===== src/rtl/exc_entry_pkg.sv =====
package exc_entry_pkg;

    localparam int IMW = 4;

    typedef struct packed {
        logic           md;
        logic           bl;
        logic           rb;
        logic [IMW-1:0] imask;
    } sr_t;

    localparam int SRW = $bits(sr_t);

    typedef enum logic [2:0] {
        ACT_NONE,
        ACT_RESET,
        ACT_BLKRST,
        ACT_NMI,
        ACT_EXC,
        ACT_IRQ,
        ACT_RTE
    } act_e;

    localparam sr_t SR_RESET = '{md: 1'b1, bl: 1'b1, rb: 1'b1, imask: {IMW{1'b1}}};

endpackage


===== src/rtl/exc_arbiter.sv =====
module exc_arbiter
    import exc_entry_pkg::*;
(
    input  logic           rst_req,
    input  logic           exc_req,
    input  logic           nmi_req,
    input  logic           irq_req,
    input  logic [IMW-1:0] irq_level,
    input  logic           rte_req,
    input  logic           blk_ovr,
    input  logic           sleeping,
    input  sr_t            sr,
    output act_e           act
);
    logic nmi_ok;
    logic irq_ok;

    always_comb begin
        nmi_ok = nmi_req && (!sr.bl || blk_ovr);
        irq_ok = irq_req && (irq_level > sr.imask) && (!sr.bl || sleeping);

        if (rst_req)                act = ACT_RESET;
        else if (exc_req && sr.bl)  act = ACT_BLKRST;
        else if (nmi_ok)            act = ACT_NMI;
        else if (exc_req)           act = ACT_EXC;
        else if (irq_ok)            act = ACT_IRQ;
        else if (rte_req)           act = ACT_RTE;
        else                        act = ACT_NONE;
    end
endmodule


===== src/rtl/exc_savepc.sv =====
module exc_savepc #(
    parameter int XLEN = 32
) (
    input  logic            is_exc,
    input  logic            exc_reexec,
    input  logic [XLEN-1:0] pc_cur,
    input  logic [XLEN-1:0] pc_next,
    input  logic [XLEN-1:0] pc_dbr,
    input  logic [XLEN-1:0] pc_tgt,
    input  logic            in_dslot,
    input  logic            br_cause,
    input  logic            br_taken,
    output logic [XLEN-1:0] saved_pc
);
    logic [XLEN-1:0] reexec_pc;
    logic [XLEN-1:0] done_pc;

    always_comb begin
        reexec_pc = in_dslot ? pc_dbr : pc_cur;
        if (br_cause && br_taken) done_pc = pc_tgt;
        else                      done_pc = pc_next;
        saved_pc = (is_exc && exc_reexec) ? reexec_pc : done_pc;
    end
endmodule


===== src/rtl/exc_entry.sv =====
module exc_entry
    import exc_entry_pkg::*;
#(
    parameter int              XLEN      = 32,
    parameter logic [XLEN-1:0] RESET_VEC = 32'hA000_0000,
    parameter logic [XLEN-1:0] GEN_OFS   = 32'h0000_0100,
    parameter logic [XLEN-1:0] INT_OFS   = 32'h0000_0600
) (
    input  logic            clk,
    input  logic            rst_n,
    input  logic            rst_req,
    input  logic            exc_req,
    input  logic            exc_reexec,
    input  logic            nmi_req,
    input  logic            irq_req,
    input  logic [IMW-1:0]  irq_level,
    input  logic            rte_req,
    input  logic            blk_ovr,
    input  logic            sleeping,
    input  logic [XLEN-1:0] pc_cur,
    input  logic [XLEN-1:0] pc_next,
    input  logic [XLEN-1:0] pc_dbr,
    input  logic [XLEN-1:0] pc_tgt,
    input  logic            in_dslot,
    input  logic            br_cause,
    input  logic            br_taken,
    input  logic            vbr_wr,
    input  logic [XLEN-1:0] vbr_wdata,
    output logic            redirect_valid,
    output logic [XLEN-1:0] redirect_pc,
    output logic            sr_md,
    output logic            sr_bl,
    output logic            sr_rb,
    output logic [IMW-1:0]  sr_imask,
    output logic [XLEN-1:0] spc,
    output logic [SRW-1:0]  ssr,
    output logic [XLEN-1:0] vbr
);
    typedef struct packed {
        sr_t             sr;
        sr_t             ssr;
        logic [XLEN-1:0] spc;
        logic [XLEN-1:0] vbr;
        logic [XLEN-1:0] rpc;
        logic            rvld;
    } state_t;

    state_t          st_d, st_q;
    act_e            act;
    logic [XLEN-1:0] saved_pc;

    exc_arbiter u_arb (
        .rst_req   (rst_req),
        .exc_req   (exc_req),
        .nmi_req   (nmi_req),
        .irq_req   (irq_req),
        .irq_level (irq_level),
        .rte_req   (rte_req),
        .blk_ovr   (blk_ovr),
        .sleeping  (sleeping),
        .sr        (st_q.sr),
        .act       (act)
    );

    exc_savepc #(.XLEN(XLEN)) u_spc (
        .is_exc     (act == ACT_EXC),
        .exc_reexec (exc_reexec),
        .pc_cur     (pc_cur),
        .pc_next    (pc_next),
        .pc_dbr     (pc_dbr),
        .pc_tgt     (pc_tgt),
        .in_dslot   (in_dslot),
        .br_cause   (br_cause),
        .br_taken   (br_taken),
        .saved_pc   (saved_pc)
    );

    always_comb begin
        st_d      = st_q;
        st_d.rvld = 1'b0;
        if (vbr_wr) st_d.vbr = vbr_wdata;

        case (act)
            ACT_RESET, ACT_BLKRST: begin
                st_d.sr   = SR_RESET;
                st_d.vbr  = '0;
                st_d.rpc  = RESET_VEC;
                st_d.rvld = 1'b1;
            end
            ACT_NMI, ACT_EXC, ACT_IRQ: begin
                st_d.ssr   = st_q.sr;
                st_d.spc   = saved_pc;
                st_d.sr.md = 1'b1;
                st_d.sr.bl = 1'b1;
                st_d.sr.rb = 1'b1;
                if (act == ACT_IRQ) st_d.sr.imask = irq_level;
                st_d.rpc  = st_q.vbr + ((act == ACT_EXC) ? GEN_OFS : INT_OFS);
                st_d.rvld = 1'b1;
            end
            ACT_RTE: begin
                st_d.sr   = st_q.ssr;
                st_d.rpc  = st_q.spc;
                st_d.rvld = 1'b1;
            end
            default: ;
        endcase
    end

    always_ff @(posedge clk or negedge rst_n) begin
        if (!rst_n) begin
            st_q      <= '0;
            st_q.sr   <= SR_RESET;
            st_q.rpc  <= RESET_VEC;
        end else begin
            st_q <= st_d;
        end
    end

    assign redirect_valid = st_q.rvld;
    assign redirect_pc    = st_q.rpc;
    assign sr_md          = st_q.sr.md;
    assign sr_bl          = st_q.sr.bl;
    assign sr_rb          = st_q.sr.rb;
    assign sr_imask       = st_q.sr.imask;
    assign spc            = st_q.spc;
    assign ssr            = st_q.ssr;
    assign vbr            = st_q.vbr;
endmodule


===== config.mk =====
export PLATFORM = sky130hd
export DESIGN_NAME = exc_entry
export DESIGN_NICKNAME = d
export VERILOG_FILES = /design/src/rtl/exc_entry_pkg.sv /design/src/rtl/exc_arbiter.sv /design/src/rtl/exc_savepc.sv /design/src/rtl/exc_entry.sv
export SDC_FILE = /design/constraint.sdc
export NUM_CORES = 1
export LEC_CHECK = 0
export CAP_MARGIN = 30
export CORE_MARGIN = 2
export CORE_UTILIZATION = 35
export CTS_CLUSTER_DIAMETER = 60
export DETAILED_ROUTE_END_ITERATION = 16
export DONT_BUFFER_PORTS = 1
export PLACE_DENSITY = 0.55
export RECOVER_POWER = 100
export SETUP_SLACK_MARGIN = 0.4
export SLEW_MARGIN = 25
export SYNTH_ARGS = -nofsm -noshare
export SYNTH_HDL_FRONTEND = slang
export SYNTH_HIERARCHICAL = 1
export SYNTH_SLANG_ARGS = --single-unit

===== constraint.sdc =====
create_clock -name clk -period 10.6 [get_ports clk]
set_clock_uncertainty 0.15 [all_clocks]
set_input_delay 1.59 -clock clk [delete_from_list [all_inputs] [get_ports clk]]
set_output_delay 1.59 -clock clk [all_outputs]
set_load 0.01 [all_outputs]

==> qor.yml, run 1 <==
clock_network:
  clockRootBuffer: "clkbuf_16"
  cts_tree: "built"
  clk_latency_ns: 0.35
  ctsHtreeMaxLevel: 3
  postCtsSetupBuffers: 0
  cts.clk_slew.worst_paths_ns: 0.07
  cts_resized: 0
  ctsLongestPathBuffers: 2
  cts_hold_buffers: 0
  cts.sinks: 111
  numCtsBuffers: 9
power_and_ir_drop:
  leakage_nw: 3.02
  power.share.sequential_pct: 53.7
  peakVddDrop_mv: 0.0745
  p_int_uw: 799
  p_sw_uw: 433
  combPwrFrac_pct: 16.7
  power_density_nw_per_um2: 184
  pwr-share-clk_pct: 29.6
  switching_share_pct: 35.2
timing:
  setup_viol: 0
  hold_viol: 0
  finalSetupTns_ns: 0
  worstMarginPinSlew_ns: 2.34
  relSlewSlack_pct: -55.7
  setup_ws_ns: 4.16
  final.min_clock_period_ns: 6.44
  fmax_mhz: 155
  fin_crit_sh_pct: 60.8
  grt_setup_unrepaired: "false"
  final_max_slew_viol_count: 110
yosys:
  synth.net_count: 903
  ys_top_cells_by_area: "dfrtp_1, nand2_1, a211oi_2, mux2i_1, dfstp_2"
  synth_common_cells: "nand2_1, dfrtp_1, nor2_1"
  synth-seq-area-share_pct: 43.3
  synth.most_common_cell: "nand2_1"
  synth.distinct_cells: 55
  synth_top_cell_area_share_pct: 39.6
  synth_top_cell_by_area: "dfrtp_1"
  syn-cell-area_um2: 6440
  ys_ff_latch: 111
  yosys_most_used_dff: "dfrtp_1"
  ys_async_sr_fraction_pct: 100
  netlist_instances: 713
  yosys_warnings: 6
  synth_edf_count: 0
  avgSynthCellArea_um2: 9.03
die:
  ios: 289
  start_util_pct: 35.7
  die_area_um2: 19500
  die_w_um: 140
  row_count: 49
  coreArea_um2: 18000
  dieHeight_um: 140
routing:
  wl_um: 20100
  vias: 5208
  wl_per_cell_um: 22.0
  final_antenna_net_count: 0
  firstDrtPassIters: 5
  post-route-drc-count: 0
  post_drt_via_cell_ratio: 5.71
  drt_iter0_drc: 379
grt:
  grt_pass1_vias: 5430
  track_usage_pct: 20.4
  antenna_found_initial: 1
  grt_pass1_wl_um: 31300
  grt_overflow: 0
  grt_max_degree: 112
layout:
  n_fill_cell: 1842
  regArea_um2: 2790
  drive_gt1_share_pct: 6.89
  fin_cells: 912
  area_growth_pct: 4.08
  multiInputGateArea_um2: 3190
  nets: 868
setup_path:
  regToRegSetupSlack_ns: 4.68
  reg2reg_from: "sr_imask[1]"
  required_ns: 10.74
  reg2reg_depth: 14
  worstSetupEndpointType: "flop"
  crit_end: "redirect_pc[31]"
  path_class: "input pin to flop"
  crit_start: "irq_level[1]"
  critical_path_arrival_ns: 6.58
  start_kind: "input pin"
  r2r-end: "redirect_pc[31]"
  path_max_fanout: 18
worst_hold_path:
  hp-class: "flop to flop"
run_status:
  status: "finished with violations"
  violations: "max-capacitance violations, max-slew violations"
placed_design:
  port_buffers: 0
  pre_cts_ws_ns: 5.08
  hpwlAfterDp_um: 14900
  place_congestion: 0.892
  dp_cells: 896
job:
  drv_cap: 3
-- per-stage QoR --
| step | area, um2 | utilization [%] | power [mW] | hold slack (ns) |
|---|---|---|---|---|
| after floorplan | 6440 | - | 0.798 | 0.350 |
| after global placement | 6480 | 36.0 | 0.876 | 0.366 |
| after detailed placement | 6480 | 36.0 | 0.885 | 0.372 |
| after CTS | 6800 | 37.7 | 1.25 | 0.381 |
| after global routing | 6700 | 37.2 | 1.30 | 0.447 |
| final | 6700 | 37.2 | 1.23 | 0.415 |
-- worst min-delay path by stage --
stage / start / endpoint / slack, ns / depth (start not counted)
finish: sr_md / ssr[6] / 0.41 / 2
CTS: sr_md / ssr[6] / 0.38 / 2
global route: sr_imask[1] / sr_imask[1] / 0.45 / 2
floorplan: sr_rb / ssr[4] / 0.35 / 2
global placement: sr_imask[1] / sr_imask[1] / 0.37 / 2
detailed placement: sr_imask[3] / ssr[3] / 0.37 / 2
-- cells by family after synthesis --
family / after synthesis / synth area share (%)
adders and majority gates: 12 / 2.45
buffers and inverters: 75 / 6.34
AOI/OAI and AO/OA: 153 / 18.9
muxes: 32 / 4.97
and+or+nand+nor: 313 / 21.7
xor gates and xnor gates: 17 / 2.31
DFF: 111 / 43.3
-- registers in the layout (all words and copies together) (netlist names) --
register        cells
redirect_pc        32
redirect_valid      1
spc                32
sr_bl               1
sr_imask            4
sr_md               1
sr_rb               1
ssr                 7
vbr                32
-- routing by layer --
layer / part of all wire (%) / track usage [%] / wire, um
met3: 7.9 / 4.54 / 1580
met5: 0 / 0 / 0
met2: 48 / 34.3 / 9640
met4: 2.9 / 8.32 / 578
met1: 41 / 25.5 / 8260
-- critical path: stages --
cell and delay, ns:
ha_1 0.28, nor2b_1 0.18, o211ai_1 0.10, a21o_1 0.20, o21ai_0 0.34, inv_1 0.12, ha_1 0.25, nand2_1 0.17
inv_1 0.11, nor4_1 1.74, clkbuf_1 0.77, inv_1 0.41, o22a_1 0.31
-- power groups by stage --
stage          registers (mW)  clock network [mW]  logic [mW]
3_3_place_gp            0.673                   0       0.203
6_report                0.662               0.365       0.206
2_1_floorplan           0.622                   0       0.176
3_5_place_dp            0.674                   0       0.211
5_1_grt                 0.674               0.392       0.235
4_1_cts                 0.666               0.375       0.212
-- area by class of cell --
class,count,share of cell area (%)
Clock buffer,10,3.42
Multi-Input combinational cell,527,47.6
Tap cell,229,4.28
Clock inverter,5,1.25
Timing Repair Buffer,8,0.672
Sequential cell,111,41.6
Antenna cell,1,0.0373
Inverter,21,1.18
-- placed cells by master (no fill, tap or decap), types with 8 or more instances in the layout --
cell | netlist | layout
ha_1 | 11 | 11
nor2b_1 | 28 | 28
nor2_1 | 47 | 47
xnor2_1 | 8 | 8
dfstp_1 | 0 | 9
nand2_1 | 191 | 192
xor2_1 | 9 | 9
clkbuf_16 | 0 | 9
a222oi_1 | 10 | 10
dfrtp_1 | 102 | 102
a31oi_1 | 34 | 34
o21ai_0 | 20 | 22
inv_1 | 21 | 21
a211oi_2 | 30 | 18
a211oi_1 | 3 | 15
a21oi_1 | 14 | 14
a22oi_1 | 18 | 18
mux2i_1 | 32 | 32
Note: power is estimated with default switching activity, not from simulation.
==> run 2, diff against run 1 <==
==> constraint.sdc (replaced) <==
create_clock -name clk -period 6.6 [get_ports clk]
set_clock_uncertainty 0.15 [all_clocks]
set_input_delay 0.99 -clock clk [delete_from_list [all_inputs] [get_ports clk]]
set_output_delay 0.99 -clock clk [all_outputs]
set_load 0.01 [all_outputs]
==> run 2 against run 1 <==
  * The flow still finishes with violations (max-capacitance violations, max-slew violations)
  * Wire length is 0.13% higher
  * Core utilization fell by 0.31 points
  * Die area did not move
  * Sequential power is 60% higher
  * Flip-flop and latch count stayed put
  * Critical endpoint is now redirect_pc[25]
  * Highest routed layer is now met5
==> qor.yml, run 2 (same netlist as run 1, synthesis figures left out) <==
setup_path:
  path_max_fanout: 44  # +26
  critical_path_arrival_ns: 5.26  # -1.32 ns
  r2r-end: "redirect_pc[25]"
  crit_chain: "inv_1 -> ha_1 -> nor2b_1 -> o211ai_1 -> a21o_1 -> o21ai_0 -> ha_1 -> o22a_2 -> clkbuf_1 -> o21ai_0 -> a31oi_1"
  regToRegSetupSlack_ns: 1.46  # -3.22 ns
  crit_buf_inv: 2  # -2
  slowest_stage: "clkbuf_1"
  start_kind: "flop"
  path_class: "flop to flop"
  reg2reg_depth: 11  # -3
  max_stage_delay_ns: 1.55  # -0.19 ns
  required_ns: 6.72  # -4.02 ns
  cpLargestDelayFamily: "compound AO/OA/AOI/OAI gates"
  reg2reg_from: "sr_imask[1]"
  worstSetupEndpointType: "flop"
die:
  row_count: 49  # unchanged
  start_util_pct: 35.7  # unchanged
  coreArea_um2: 18000  # unchanged
  die_area_um2: 19500  # unchanged
  dieHeight_um: 140  # unchanged
  die_w_um: 140  # unchanged
  ios: 289  # unchanged
run_status:
  violations: "max-capacitance violations, max-slew violations"
  status: "finished with violations"
timing:
  final.min_clock_period_ns: 5.14
  finalSetupTns_ns: 0  # unchanged
  hold_viol: 0  # unchanged
  relSlewSlack_pct: -41.2  # +15 points
  final_max_slew_viol_count: 45  # -59%
  holdWs_ns: 0.174  # -0.241 ns
  grt_setup_unrepaired: "false"
  setup_viol: 0  # unchanged
  fmax_mhz: 194
  worstMarginPinSlew_ns: 2.12  # -0.218 ns
  fin_crit_sh_pct: 77.9
layout:
  antenna_cells: 0  # -1
  n_fill_cell: 1855  # +0.71%
  multiInputGateArea_um2: 3170  # -0.43%
  layout_common_cells: "nand2_1, dfrtp_1, nor2_1, a31oi_1, mux2i_1"
  nets: 869  # +0.12%
  design_area_um2: 6650  # -0.82%
  area_growth_pct: 3.23
  regArea_um2: 2790  # unchanged
  drive_gt1_share_pct: 6.29  # -0.60 points
  final_common_cell: "nand2_1"
routing:
  vias: 5296  # +1.7%
  post_drt_via_cell_ratio: 5.80  # +1.6%
  wl_um: 20100  # +0.13%
  final_antenna_net_count: 0  # unchanged
  post-route-drc-count: 0  # unchanged
  firstDrtPassIters: 5  # unchanged
  drt_iter0_drc: 307  # -19%
  wl_per_cell_um: 22.0  # about the same
clock_network:
  clk_latency_ns: 0.35  # about the same
  ctsHtreeMaxLevel: 3  # unchanged
  ctsLongestPathBuffers: 2  # unchanged
  cts.clk_slew.worst_paths_ns: 0.07  # about the same
  clockRootBuffer: "clkbuf_16"
  postCtsSetupBuffers: 0  # unchanged
  cts_hold_buffers: 0  # unchanged
  cts_tree: "built"
  cts.sinks: 111  # unchanged
  cts_resized: 0  # unchanged
  numCtsBuffers: 9  # unchanged
placed_design:
  placed_cell_area_um2: 6480  # unchanged
  place_congestion: 0.894  # +0.21%
  hpwlAfterDp_um: 14900  # -0.30%
  port_buffers: 0  # unchanged
grt:
  grt_pass1_vias: 5440  # +0.18%
  antenna_found_initial: 1  # unchanged
  grt_overflow: 0  # unchanged
  track_usage_pct: 20.2  # -0.23 points
  grt_pass1_wl_um: 30900  # -1.2%
  grt_max_degree: 112  # unchanged
power_and_ir_drop:
  power_mw: 1.91  # +55%
  power_density_nw_per_um2: 287  # +56%
  peakVddDrop_mv: 0.115  # +55%
  leakage_nw: 3.01  # -0.50%
job:
  drv_cap: 1  # -2
worst_hold_path:
  hp-class: "input pin to async pin"
## run 2: changes by cell type in the layout (fill, tap and decap cells not counted), sizes merged
cell,change
clkinvlp,-1
bufinv,-2
diode,-1
inv,+2
clkbuf,+2
buf,+1
## run 2: worst max-delay path by stage
stage | from | endpoint | depth (start not counted)
floorplan | irq_level[1] | redirect_pc[30] | 16
global placement | irq_level[1] | redirect_pc[30] | 14
detailed placement | irq_level[1] | redirect_pc[30] | 14
CTS | sr_imask[1] | redirect_pc[30] | 15
global route | sr_imask[1] | redirect_pc[24] | 11
finish | sr_imask[1] | redirect_pc[25] | 11
## run 2: where the power goes
| group | internal [mW] | switching, mW |
|---|---|---|
| combinational | 0.133 | 0.199 |
| sequential | 0.820 | 0.243 |
| clock | 0.259 | 0.252 |
| total | 1.21 | 0.695 |
## run 2: area by class of cell
| class | count | share of cell area [%] |
|---|---|---|
| Inverter | 21 | 1.19 |
| Clock buffer | 12 | 3.56 |
| Clock inverter | 4 | 0.452 |
| Timing Repair Buffer | 9 | 0.791 |
| Sequential cell | 111 | 42.0 |
| Multi-Input combinational cell | 527 | 47.7 |
| Tap cell | 229 | 4.31 |
## run 2: per-stage QoR
step / setup slack (ns) / util [%] / std cells
floorplan: 2.52 / - / 713
detailed placement: 1.71 / 36.0 / 896
CTS: 2.06 / 37.4 / 912
global placement: 1.95 / 36.0 / 896
global route: 0.972 / 36.9 / 913
finish: 1.46 / 36.9 / 913
## run 2: layer usage
metal  vias up  GRT usage [%]  part of all wire (%)
li1       2416              -                     -
met1      2613           25.1                    42
met2       236           34.8                    49
met3        29           4.20                   7.0
met4         2           7.16                   2.0
met5         -              0                 0.085
